$ cat src/rtl/lh_pkg.sv
package lh_pkg;
  localparam logic [5:0] OPC_LH = 6'b100001;

  typedef enum logic [1:0] {
    SZ_BYTE  = 2'b00,
    SZ_HALF  = 2'b01,
    SZ_WORD  = 2'b10,
    SZ_DWORD = 2'b11
  } mem_size_e;

  typedef struct packed {
    logic        is_lh;
    logic [4:0]  base_idx;
    logic [4:0]  dst_idx;
    logic [15:0] disp;
  } lh_dec_t;
endpackage

$ cat src/rtl/lh_decode.sv
module lh_decode
  import lh_pkg::*;
(
  input  logic        valid_i,
  input  logic [31:0] instr_i,
  output lh_dec_t     dec_o
);
  always_comb begin
    dec_o.is_lh    = valid_i && (instr_i[31:26] == OPC_LH);
    dec_o.base_idx = instr_i[25:21];
    dec_o.dst_idx  = instr_i[20:16];
    dec_o.disp     = instr_i[15:0];
  end
endmodule

$ cat src/rtl/lh_agen.sv
module lh_agen #(
  parameter int XLEN = 64,
  parameter int DW   = 16
) (
  input  logic [DW-1:0]   disp_i,
  input  logic [XLEN-1:0] base_i,
  input  logic            mode64_i,
  input  logic            rev_endian_i,
  output logic [XLEN-1:0] vaddr_o,
  output logic [XLEN-1:0] paddr_o,
  output logic            misaligned_o
);
  localparam int HALF = XLEN / 2;

  logic [XLEN-1:0] disp_ext;
  logic [XLEN-1:0] sum;

  always_comb begin
    disp_ext = {{(XLEN-DW){disp_i[DW-1]}}, disp_i};
    sum      = disp_ext + base_i;
    // narrow mode: low half only; 16-copy extension gives the same low bits
    vaddr_o  = mode64_i ? sum : {{(XLEN-HALF){1'b0}}, sum[HALF-1:0]};
    paddr_o  = {vaddr_o[XLEN-1:3], vaddr_o[2:1] ^ {2{rev_endian_i}}, vaddr_o[0]};
    misaligned_o = vaddr_o[0];
  end
endmodule

$ cat src/rtl/lh_lane_sel.sv
module lh_lane_sel #(
  parameter int XLEN = 64,
  parameter int HW   = 16
) (
  input  logic [XLEN-1:0] mem_data_i,
  input  logic [2:1]      va_lo_i,
  input  logic            big_endian_i,
  input  logic            mode64_i,
  output logic [XLEN-1:0] result_o
);
  localparam int NSLOT = XLEN / HW;
  localparam int SW    = $clog2(NSLOT);
  localparam int HALF  = XLEN / 2;

  logic [HW-1:0] slot_q [NSLOT];
  logic [SW-1:0] slot;
  logic [HW-1:0] hw;

  for (genvar i = 0; i < NSLOT; i++) begin : g_slot
    assign slot_q[i] = mem_data_i[i*HW +: HW];
  end

  always_comb begin
    slot = va_lo_i ^ {SW{big_endian_i}};
    hw   = slot_q[slot];
    if (mode64_i) result_o = {{(XLEN-HW){hw[HW-1]}}, hw};
    else          result_o = {{(XLEN-HALF){1'b0}}, {(HALF-HW){hw[HW-1]}}, hw};
  end
endmodule

$ cat src/rtl/lh_unit.sv
module lh_unit
  import lh_pkg::*;
#(
  parameter int XLEN = 64
) (
  input  logic            clk_i,
  input  logic            rst_ni,
  input  logic            valid_i,
  input  logic [31:0]     instr_i,
  input  logic [XLEN-1:0] base_i,
  input  logic            mode64_i,
  input  logic            big_endian_i,
  input  logic            rev_endian_i,
  input  logic [XLEN-1:0] mem_data_i,
  output logic [4:0]      base_idx_o,
  output logic            mem_req_o,
  output logic [XLEN-1:0] paddr_o,
  output logic [1:0]      mem_size_o,
  output logic            mem_uncached_o,
  output logic [XLEN-1:0] vaddr_o,
  output logic            addr_err_o,
  output logic            wb_en_o,
  output logic [4:0]      wb_idx_o,
  output logic [XLEN-1:0] wb_data_o
);
  localparam int HALF = XLEN / 2;

  lh_dec_t         dec;
  logic [XLEN-1:0] vaddr;
  logic            misaligned;
  logic [XLEN-1:0] result;

  lh_decode u_dec (
    .valid_i (valid_i),
    .instr_i (instr_i),
    .dec_o   (dec)
  );

  lh_agen #(.XLEN(XLEN), .DW(16)) u_agen (
    .disp_i       (dec.disp),
    .base_i       (base_i),
    .mode64_i     (mode64_i),
    .rev_endian_i (rev_endian_i),
    .vaddr_o      (vaddr),
    .paddr_o      (paddr_o),
    .misaligned_o (misaligned)
  );

  lh_lane_sel #(.XLEN(XLEN), .HW(16)) u_sel (
    .mem_data_i   (mem_data_i),
    .va_lo_i      (vaddr[2:1]),
    .big_endian_i (big_endian_i),
    .mode64_i     (mode64_i),
    .result_o     (result)
  );

  assign base_idx_o     = dec.base_idx;
  assign mem_req_o      = dec.is_lh && !misaligned;
  assign mem_size_o     = SZ_HALF;
  assign mem_uncached_o = 1'b0;

  always_ff @(posedge clk_i or negedge rst_ni) begin
    if (!rst_ni) begin
      vaddr_o    <= '0;
      addr_err_o <= 1'b0;
      wb_en_o    <= 1'b0;
      wb_idx_o   <= '0;
      wb_data_o  <= '0;
    end else begin
      vaddr_o    <= vaddr;
      addr_err_o <= dec.is_lh && misaligned;
      wb_en_o    <= dec.is_lh && !misaligned && (dec.dst_idx != 5'd0);
      wb_idx_o   <= dec.dst_idx;
      wb_data_o  <= result;
    end
  end

  a_r3_err_blocks_wb: assert property (@(posedge clk_i) disable iff (!rst_ni)
    addr_err_o |-> !wb_en_o);
  a_r8_no_wb_zero: assert property (@(posedge clk_i) disable iff (!rst_ni)
    wb_en_o |-> (wb_idx_o != 5'd0));
  a_r4_req_aligned: assert property (@(posedge clk_i) disable iff (!rst_ni)
    mem_req_o |-> !paddr_o[0]);
  a_r7_narrow_upper: assert property (@(posedge clk_i) disable iff (!rst_ni)
    (wb_en_o && !$past(mode64_i)) |-> (wb_data_o[XLEN-1:HALF] == '0));
  a_r6_wide_sign: assert property (@(posedge clk_i) disable iff (!rst_ni)
    (wb_en_o && $past(mode64_i)) |-> ((&wb_data_o[XLEN-1:15]) || !(|wb_data_o[XLEN-1:15])));
  a_r1_no_req_err: assert property (@(posedge clk_i) disable iff (!rst_ni)
    addr_err_o |-> !$past(mem_req_o));
endmodule

$ cat config.mk
export PLATFORM = sky130hd
export DESIGN_NAME = lh_unit
export DESIGN_NICKNAME = d
export VERILOG_FILES = /design/src/rtl/lh_pkg.sv /design/src/rtl/lh_decode.sv /design/src/rtl/lh_agen.sv /design/src/rtl/lh_lane_sel.sv /design/src/rtl/lh_unit.sv
export SDC_FILE = /design/constraint.sdc
export NUM_CORES = 1
export LEC_CHECK = 0
export BUFFER_PORTS_ARGS = -buffer_cell sky130_fd_sc_hd__buf_2
export CAP_MARGIN = 20
export CORE_MARGIN = 8
export CORE_UTILIZATION = 28
export CTS_CLUSTER_DIAMETER = 200
export DETAILED_ROUTE_END_ITERATION = 16
export GPL_TIMING_DRIVEN = 0
export PLACE_DENSITY = 0.54
export SLEW_MARGIN = 10
export SYNTH_ARGS = -nofsm -noshare
export SYNTH_HDL_FRONTEND = slang
export SYNTH_SLANG_ARGS = --single-unit
$ cat constraint.sdc
create_clock -name clk_i -period 3.3 [get_ports clk_i]
set_clock_uncertainty 0.1 [all_clocks]
set_input_delay 0.495 -clock clk_i [delete_from_list [all_inputs] [get_ports clk_i]]
set_output_delay 0.495 -clock clk_i [all_outputs]
set_load 0.02 [all_outputs]
==> reports/metrics.yaml <==
pwr:
  p_leak_nw: 5.96
  swShare: 0.432
  p_clk_frac: 0.184
  seqPwrFrac: 0.231
  combPwrFrac: 0.584
  p_total_mw: 5.83
  internal-power_mw: 3.31
  switching_power_mw: 2.52
  peakVddDrop_mv: 0.195
  powerDensity_mw_per_mm2: 448
sta:
  fin_crit_sh: 1.12
  slew_viol_final: 0
  fin_crit_ns: 3.71
  rsz0062_at_grt: "true"
  hold_ws_ns: 0.0344
  setup_ws_ns: -0.406
  relSlewSlack: 0.333
  tns_ns: -6.93
  worst_pin_slew_ns: 1.00
  hold_viol_final: 0
  clock.fmax_mhz: 270
  setup_viol: 35
floorplan:
  std_cell_rows: 60
  dieArea_mm2: 0.0331
  ios: 374
  core_area_mm2: 0.0270
  die-height_um: 182
  die_w_um: 182
  initial_utilization: 0.285
global_route:
  grt_usage: 0.196
  antenna_found_initial: 6
  grt_pass1_vias: 8529
  grt-ovfl-total: 0
  grt_pass1_wl_mm: 50.9
  grt_start_max_net_pins: 50
clocking:
  numCtsBuffers: 9
  clockBufferDepth: 2
  cts_tree: "built"
  cts_sinks: 88
  cts_root_buf: "clkbuf_16"
  h-tree-depth: 3
  hold_buffers: 0
  clkTransAtPathRegs_ns: 0.08
worst_setup_path:
  end_kind: "output port"
  crit_path_cell_trace: "buf_6, ha_4, inv_2, fa_2, nor2b_4, o31a_4, o31ai_4, a211oi_4, or4_4, and3_4, or4_4, o311ai_4, buf_6"
  worstPathArrival_ns: 3.11
  critical_path_class: "in2out"
  worstPathRequired_ns: 2.70
  crit_fanout: 6
  slowest_delay_ns: 0.44
  crit_start: "base_i[0]"
  critPathSlowestCell: "or4_4"
  setup.worst_path.end: "paddr_o[52]"
  startpoint_type: "input port"
outcome:
  violations: "setup timing"
  status: "finished, violations left"
yosys:
  yosys-top-cells-area: "dfrtp_1 (29%), ha_1 (10%), buf_4 (8.3%)"
  synth.top_cell.area_share: 0.286
  synthArstFlopShare: 1.00
  yosys_register_bits: 88
  yosysSeqAreaShare: 0.286
  synth_cell_type_count: 67
  avgSynthCellArea_um2: 8.60
  syn_inst: 896
  synthTopCellsByCount: "dfrtp_1 (88), buf_4 (85), nand2_1 (79)"
  synth.most_common_cell: "dfrtp_1"
  synth_ff_type: "dfrtp_1"
  syn_area_mm2: 0.00771
  yosysWarnings: 0
  synth_top_area_cell: "dfrtp_1"
  synth_edf_count: 0
place:
  gp_congestion: 0.935
  dp.final_hpwl_mm: 26.8
  port_buffers: 364
  post_dp_cell_area_mm2: 0.0103
detailed_routing:
  drt-initial-drc-count: 553
  vias_per_cell: 5.05
  wirelength_mm: 34.8
  dr.pass1.iters: 5
  drc: 0
  routed-via-count: 8477
  wl_per_cell_um: 20.7
  ant_nets: 0
hold_path:
  hp-class: "in2async"
final_layout:
  final_area_mm2: 0.0130
  fin_nets: 1558
  synthToLayoutAreaGrowth_pct: 68.8
  postLayoutCoreUtil: 0.481
  drive_gt1_frac: 0.606
run:
  maxCapViolations: 0
[cells by family after synthesis]
family	count (synthesis)	share of synthesized area
AOI/OAI and AO/OA	248	0.206
xor gates and xnor gates	45	0.0511
adders and majority gates	64	0.105
buffers and inverters	154	0.118
DFF	88	0.286
muxes	30	0.0654
other	2	0.000975
and+or+nand+nor	265	0.168
[sequential cells by signal (all words and copies together), names as in the netlist]
| signal | count |
|---|---|
| addr_err_o | 1 |
| wb_data_o | 17 |
| vaddr_o | 64 |
| wb_en_o | 1 |
| wb_idx_o | 5 |
[power by group through the flow]
| stage | Combinational, mW | Sequential, mW | Clock [mW] |
|---|---|---|---|
| finish | 3.40 | 1.35 | 1.07 |
| global route | 3.61 | 1.37 | 1.14 |
| CTS | 3.16 | 1.35 | 1.11 |
| detailed placement | 2.77 | 1.37 | 0 |
| global placement | 2.76 | 1.36 | 0 |
| floorplan | 1.56 | 1.63 | 0 |
[layout make-up]
cell class	count	area, µm²
well taps	341	427
fillers	2589	14000
repair buffers	456	2900
plain buffers	91	658
clock inverters	7	75.1
diodes	3	7.51
multi-input cells	655	6410
inverters	27	101
flip-flops and latches	88	2200
clock buffers	9	225
[layout by cell type, fill, tap and decap left out, drive strengths merged, types with 10 or more instances in the layout]
master	netlist	final
buf	95	539
nor2	57	57
o21a	10	10
nand4	25	25
o21bai	18	18
mux4	16	16
ha	63	63
o21ai	53	53
inv	27	30
a21oi	79	79
dfrtp	88	88
nor3	26	26
xor2	13	13
nand2b	14	14
a21o	19	19
nand2	79	79
xnor2	32	32
clkbuf	32	15
a31oi	17	17
mux2i	11	11
nand3	21	21
[per-stage QoR]
stage,setup WS [ns],std cells
finish,-0.406,1677
floorplan,-0.182,897
global placement,-1.88,1602
CTS,-0.444,1650
detailed placement,-1.44,1603
global route,-0.470,1677
[critical path: cells and delay by family]
family,cells,cell delay [ns]
adders and majority gates,2,0.38
AOI/OAI and AO/OA,4,0.78
and+or+nand+nor,4,1.14
buffers and inverters,3,0.31
[worst min-delay path by stage]
| stage | endpoint | slack [ns] | cells past startpoint |
|---|---|---|---|
| CTS | vaddr_o[27]$_DFF_PN0_ | 0.07 | 1 |
| global route | vaddr_o[27]$_DFF_PN0_ | 0.09 | 1 |
| detailed placement | vaddr_o[27]$_DFF_PN0_ | 0.47 | 1 |
| finish | vaddr_o[37]$_DFF_PN0_ | 0.03 | 1 |
| global placement | wb_idx_o[2]$_DFF_PN0_ | 0.51 | 1 |
| floorplan | addr_err_o$_DFF_PN0_ | 0.1 | 0 |
[layer usage]
layer | wire [µm] | share of wire | up-vias | GRT usage
met1 | 13800 | 0.40 | 4068 | 0.227
li1 | - | - | 4032 | -
met5 | 46 | 0.0013 | - | 0
met4 | 767 | 0.022 | 6 | 0.0617
met2 | 17900 | 0.51 | 327 | 0.355
met3 | 2300 | 0.066 | 44 | 0.0429
[repair_timing]
action                     4_1_cts  5_1_grt
setup buffers                   53       41
gates cloned                     4        0
pin swaps                       65       62
gates resized for setup        251      160
setup endpoints to repair       79       51
Note: power is estimated with default switching activity, not from simulation.
